[config.mk]
export PLATFORM = sky130hd
export DESIGN_NAME = dual_dac_regs
export DESIGN_NICKNAME = d
export VERILOG_FILES = /design/src/rtl/dual_dac_regs.sv
export SDC_FILE = /design/constraint.sdc
export NUM_CORES = 1
export LEC_CHECK = 0
export BUFFER_PORTS_ARGS = -buffer_cell sky130_fd_sc_hd__buf_2
export CAP_MARGIN = 5
export CORE_AREA = 3 3 75 77
export CTS_CLUSTER_SIZE = 24
export DETAILED_ROUTE_END_ITERATION = 7
export DIE_AREA = 0 0 78 80
export PLACE_DENSITY = 0.77
export SYNTH_ARGS = -nofsm -noshare
export SYNTH_HDL_FRONTEND = slang
export SYNTH_SLANG_ARGS = --single-unit
[constraint.sdc]
create_clock -name clk -period 2 [get_ports clk]
set_input_delay 0.3 -clock clk [delete_from_list [all_inputs] [get_ports clk]]
set_output_delay 0.3 -clock clk [all_outputs]
set_load 0.01 [all_outputs]
[src/rtl/dual_dac_regs.sv]
module dual_dac_regs #(
  parameter int BUS_W       = 8,
  parameter int HI_W        = 4,
  parameter int SYNC_STAGES = 2,
  parameter int MIN_UPD_CYC = 4
) (
  input  logic                 clk,
  input  logic                 rst_n,
  input  logic                 bus_sel_n,
  input  logic                 bus_wr_n,
  input  logic [1:0]           bus_addr,
  input  logic [BUS_W-1:0]     bus_data,
  input  logic                 upd_n,
  output logic [BUS_W+HI_W-1:0] chan_a,
  output logic [BUS_W+HI_W-1:0] chan_b
);
  localparam int CW    = BUS_W + HI_W;
  localparam int PIN_W = BUS_W + 5;
  localparam int CNT_W = $clog2(MIN_UPD_CYC + 1);

  logic [SYNC_STAGES-1:0][PIN_W-1:0] sync_q;
  logic [PIN_W-1:0] pins;
  logic             s_sel_n, s_wr_n, s_upd_n;
  logic [1:0]       s_addr;
  logic [BUS_W-1:0] s_data;
  logic [CW-1:0]    in_a, in_b;
  logic [CNT_W-1:0] hold_cnt;
  logic             wr_act, upd_eff;

  assign pins = {upd_n, bus_sel_n, bus_wr_n, bus_addr, bus_data};

  always_ff @(posedge clk) begin
    if (!rst_n) sync_q <= {SYNC_STAGES{ {3'b111, {(PIN_W-3){1'b0}}} }};
    else        sync_q <= {sync_q[SYNC_STAGES-2:0], pins};
  end

  assign {s_upd_n, s_sel_n, s_wr_n, s_addr, s_data} = sync_q[SYNC_STAGES-1];
  assign wr_act  = !s_sel_n && !s_wr_n;
  assign upd_eff = !s_upd_n || (hold_cnt != '0);

  always_ff @(posedge clk) begin
    if (!rst_n) begin
      in_a <= '0;
      in_b <= '0;
    end else if (wr_act) begin
      case (s_addr)
        2'b00: in_a[BUS_W-1:0]  <= s_data;
        2'b01: in_a[CW-1:BUS_W] <= s_data[HI_W-1:0];
        2'b10: in_b[BUS_W-1:0]  <= s_data;
        default: in_b[CW-1:BUS_W] <= s_data[HI_W-1:0];
      endcase
    end
  end

  always_ff @(posedge clk) begin
    if (!rst_n)                 hold_cnt <= '0;
    else if (!s_upd_n && wr_act) hold_cnt <= CNT_W'(MIN_UPD_CYC);
    else if (hold_cnt != '0)     hold_cnt <= hold_cnt - 1'b1;
  end

  always_ff @(posedge clk) begin
    if (!rst_n) begin
      chan_a <= '0;
      chan_b <= '0;
    end else if (upd_eff) begin
      chan_a <= in_a;
      chan_b <= in_b;
    end
  end
endmodule

### Word-level counts from Yosys, hierarchy flattened

Cells that the tools add are included.

* word-level logic and storage cells: 32
* input port bits: 15
* flip-flop bits (word level): 77
* output and inout port bits: 24

* multiplexer cells: 2
* equality and inequality tests: 2
* reductions and logical operators: 15
* $add $sub $neg: 1
* bitwise operators: 2

Operators with widths (count)
* $reduce_and 2->1: 4
* $mux 3: 2
* $logic_not 1->1: 3
* $reduce_bool 3->1: 1
* $reduce_or 3->1: 1
* $sub 3x1->3 const B: 1
* $eq 2x1->1 const B: 1
* $eq 2x2->1 const B: 1
* $logic_and 1x1->1: 2
* $logic_not 2->1: 1
* $not 1->1: 2
* $reduce_bool 2->1: 1
* $reduce_or 2->1: 1
* $logic_or 1x1->1: 1

### Depth between registers and ports, before layout

* word-level depth: 4
* gate-level depth with buffers: 7
* depth with buffers taken out: 6

### Worst setup path after synthesis

Ideal clock, no wire load.

* path type: register -> register
* start point: register hold_cnt[0]
* end point: register chan_a[0]
* cell stages (with the launch flop): 8
* arrival: 1.381 ns
* buffers on the path: 2
* setup slack: 0.548 ns
* data required time: 1.930 ns
* clock period less this slack: 1.452 ns
* setup time: 0.070 ns
* path through: dfxtp_1 inv_1 ha_1 ha_1 clkbuf_1 clkbuf_1 a21bo_2 a21oi_1

* word-level cells in the longest chain between the ends: 2

Ends and longest elaborated chain
* start, declared: RTL line 27 `logic [CNT_W-1:0] hold_cnt;`
* start signal, assigned: RTL line 57 `else if (!s_upd_n && wr_act) hold_cnt <= CNT_W'(MIN_UPD_CYC);`
* start signal, assigned: RTL line 58 `else if (hold_cnt != '0) hold_cnt <= hold_cnt - 1'b1;`
* $reduce_bool 3->1: RTL line 39 `assign upd_eff = !s_upd_n || (hold_cnt != '0);`
* $logic_or 1x1->1: RTL line 39
* end signal, assigned: RTL line 66 `chan_a <= in_a;`
* end, declared: RTL line 14 `output logic [BUS_W+HI_W-1:0] chan_a,`

No other way between the ends.
A chain may end at the register's enable or synchronous reset.

### Worst setup path in the final report

* start point: register sync_q, in the netlist s_wr_n
* end point: register in_b[3]

* word-level cells in the longest chain between the ends: 3

Ends and longest elaborated chain
* start, declared: RTL line 21 `logic [SYNC_STAGES-1:0][PIN_W-1:0] sync_q;`
* start signal, assigned: RTL line 33 `if (!rst_n) sync_q <= {SYNC_STAGES{ {3'b111, {(PIN_W-3){1'b0}}} }};`
* start signal, assigned: RTL line 34 `else sync_q <= {sync_q[SYNC_STAGES-2:0], pins};`
* $logic_not 1->1: RTL line 38 `assign wr_act = !s_sel_n && !s_wr_n;`
* $logic_and 1x1->1: RTL line 38
* $reduce_and 2->1 (no line)
* end signal, assigned by index: RTL line 49 `2'b10: in_b[BUS_W-1:0] <= s_data;`
* end signal, assigned by index: RTL line 50 `default: in_b[CW-1:BUS_W] <= s_data[HI_W-1:0];`
* end, declared: RTL line 26 `logic [CW-1:0] in_a, in_b;`

No other way between the ends.

==> metrics.md <==
| Metric | Value |
|---|---|
| Synthesis-to-layout area growth | `15.5%` |
| Fin crit share | `74.5%` |
| Maximum level of the CTS H-tree | `3` |
| Initial antenna violation count | `0` |
| Total CTS buffers | `9` |
| Area of the core | `5070 um2` |
| Number of placement rows | `26` |
| Final total negative setup slack | `0 ps` |
| Synth Net Count | `290` |
| Aggregate global-route resource usage | `16.5%` |
| Iter 0 DRT Violations | `74` |
| Static leakage power | `1.31 nW` |
| Element type at the critical path end | `flip-flop` |
| HPWL Detailed | `3.10 mm` |
| Final max-slew violation count | `0` |
| Number of synthesis warnings | `0` |
| Hold-fix buffer count after cts | `0` |
| Routing usage on met3 | `5.53%` |
| Die Width | `78 um` |
| Clock slew seen by the registers of the worst setup and hold paths | `80 ps` |
| Sequence of cells on the critical path | `or4b_1 > mux2i_1` |
| Post-Place Cell Area | `3040 um2` |
| Clock latency reported for the late side of the worst-skew pair | `340 ps` |
| Clk Tree Root Cell | `clkbuf_8` |
| Switch share | `26.1%` |
| Total of fill cells in the finished design | `432` |
| Number of detailed-route iterations in the first pass | `4` |
| Vert. Die Dim | `80 um` |
| Cell area after layout | `3240 um2` |
| Weighted congestion reported at the end of routability-driven placement | `0.759` |
| Maximum clock frequency | `0.671 GHz` |
| Clock share of power | `36.2%` |
| Proportion of netlist area held by the largest area contributor | `54.9%` |
| Number of buffers added for setup after CTS | `0` |
| Fin nets | `321` |
| Peak-usage layer in the global routing report | `met2` |
| Maxcap violations | `0` |
| First-pass GRT wire length | `7.89 mm` |
| Slew HR | `49.0%` |
| Via/cell ratio | `4.93` |
| Buffers added on ports | `38` |
| #FFs+latches synth | `77` |
| VDD IR-drop max | `0.000916 V` |
| Die Outline Area | `6240 um2` |
| Maximum number of pins on one net before global-route repair | `53` |
| Power density over the cells | `984 nW/um2` |
| Critical path type | `reg2reg` |
| Status | `finished, final reports clean` |
| Final number of setup-violating endpoints | `0` |
| TritonCTS clock tree | `built` |
| Worst Slack Setup Final | `511 ps` |
| Post-synth top area cell | `dfxtp_1` |
| Pint | `2.35 mW` |
| Detailed-route wire length per cell | `12.4 um` |
| Max FO, Critical Path | `8` |
| Hold WS | `136 ps` |
| Setup clock skew after layout | `7.13 ps` |
| Share of final-layout standard cells stronger than drive strength 1 | `27.4%` |
| Area of the mapped netlist | `2810 um2` |
| Count of antenna diodes in the layout | `0` |
| Final non-filler cell total | `377` |
| Final critical delay including setup and external delays | `1490 ps` |
| Delay of the slowest cell on the worst path | `780 ps` |
| Number of instances in the synthesized netlist | `272` |
| Placed cells | `362` |
| Worst Setup Start Kind | `flip-flop` |
| Vias in the first global route | `1664` |
| Cells resized by post-CTS repair | `0` |
| Largest cells by area after synthesis | `dfxtp_1, mux2i_1, a21bo_2` |
| Worst endpoint required time | `2210 ps` |
| Logic pwr share | `13.7%` |
| Worst min-delay path category | `in2reg` |
| Unrepaired setup endpoints after global routing | `no` |
| Flop pwr share | `50.1%` |
| Clock Tree Buf Depth | `2` |
| GR met2 Demand/Resource | `24.6%` |
| Via count | `1860` |
| Initial Util | `55.3%` |
| Number of I/O pins | `39` |
| Final Hold Vio Count | `0` |
| Mean area per synthesized cell | `10.3 um2` |
| Slowest cell on the critical path | `or4b_1` |
| Sequential area share after synthesis | `54.9%` |
| Met1 GRT Util | `21.2%` |
| Distinct cells, synth | `24` |
| Pre-CTS setup slack | `535 ps` |
| Total overflow reported by the global router | `0` |
| Sw power | `833 uW` |
| Number of nets with antenna violations after detailed routing | `0` |
| Post-route DRC | `0` |
| Final wirelength | `4.66 mm` |
| Actual slew at the worst max-slew pin | `764 ps` |
| Arrival time at the worst endpoint | `1700 ps` |
| Sink count of the clock tree | `77` |
[worst max-delay path: cells and delay by family, from the launching register on]
family | cells | cell delay, ps
and+or+nand+nor | 1 | 780
muxes | 1 | 210
DFF | 1 | 370
[flip-flops by register name (all words and copies together), names as in the netlist]
signal    cells
s_addr        2
chan_b       12
s_upd_n       1
s_wr_n        1
chan_a       12
in_a         12
in_b         12
sync_q       13
hold_cnt      3
s_sel_n       1
s_data        8
[kinds of logic after synthesis]
family                     Yosys count  synth area share (%)
adders and majority gates            3                  1.34
and+or+nand+nor                     89                  17.1
muxes                               25                  8.92
buffers and inverters               26                  3.88
xor gates and xnor gates             1                 0.312
AOI/OAI and AO/OA                   51                  13.6
DFF                                 77                  54.9
[cells in the final DEF (no fill, tap or decap), drive strengths merged, types with 2 or more instances in the layout]
master  netlist  layout
buf           7      41
nand2        32      32
ha            3       3
nand3        24      24
inv           5       5
nand2b        6       6
a21oi        25      25
mux2i        25      25
clkbuf       14      11
and2         20      20
clkinv        0       2
dfxtp        77      77
a21bo        24      24
[cells in the mapped netlist]
cell      count
nor4_4        1
nand2_1      32
nor2b_1       1
or3_2         1
a211oi_1      1
a21oi_1      25
or4b_1        1
nor4b_2       1
dfxtp_1      77
clkbuf_1     14
nand2b_1      6
and4bb_2      1
buf_6         1
mux2i_1      25
o31ai_1       1
inv_1         5
ha_1          3
xor2_1        1
a21bo_2      24
buf_1         3
buf_2         3
and2_1       20
nor2_1        1
nand3_1      24
[path summary, 6_finish.rpt]
| check | from | end | slack [ps] | cells after the start |
|---|---|---|---|---|
| max | s_wr_n | in_b[3] | 510 | 2 |
| min | upd_n | sync_q[12] | 140 | 2 |
| max reg2reg | s_wr_n | in_b[3] | 510 | 2 |
| min reg2reg | sync_q[12] | s_upd_n | 410 | 1 |
[metrics by stage]
stage	util, %	total power [mW]
after floorplan	-	1.95
after global placement	59.9	2.06
after detailed placement	59.9	2.07
after CTS	63.9	3.23
after global routing	63.9	3.35
final	63.9	3.19
[power groups by stage]
stage	clock network, mW	logic, mW	registers [mW]
after global placement	0	0.433	1.63
final	1.16	0.436	1.60
after CTS	1.19	0.439	1.60
after floorplan	0	0.327	1.63
after global routing	1.26	0.491	1.60
after detailed placement	0	0.440	1.63
[routing by layer]
metal	part of all wire (%)	vias to the layer above
met4	2.0	0
met5	0	-
met2	45	43
met1	48	840
li1	-	967
met3	5.2	10
[final cells by class]
cell class                      count  area, um2  share of cell area, %
Sequential cell                    77       1540                   47.6
Multi-Input combinational cell    169       1160                   35.7
Timing Repair Buffer               41        238                   7.34
Clock buffer                       11        151                   4.67
Tap cell                           70       87.6                   2.70
Clock inverter                      4       47.5                   1.47
Inverter                            5       18.8                  0.579
(Power assumes the default switching activity.)
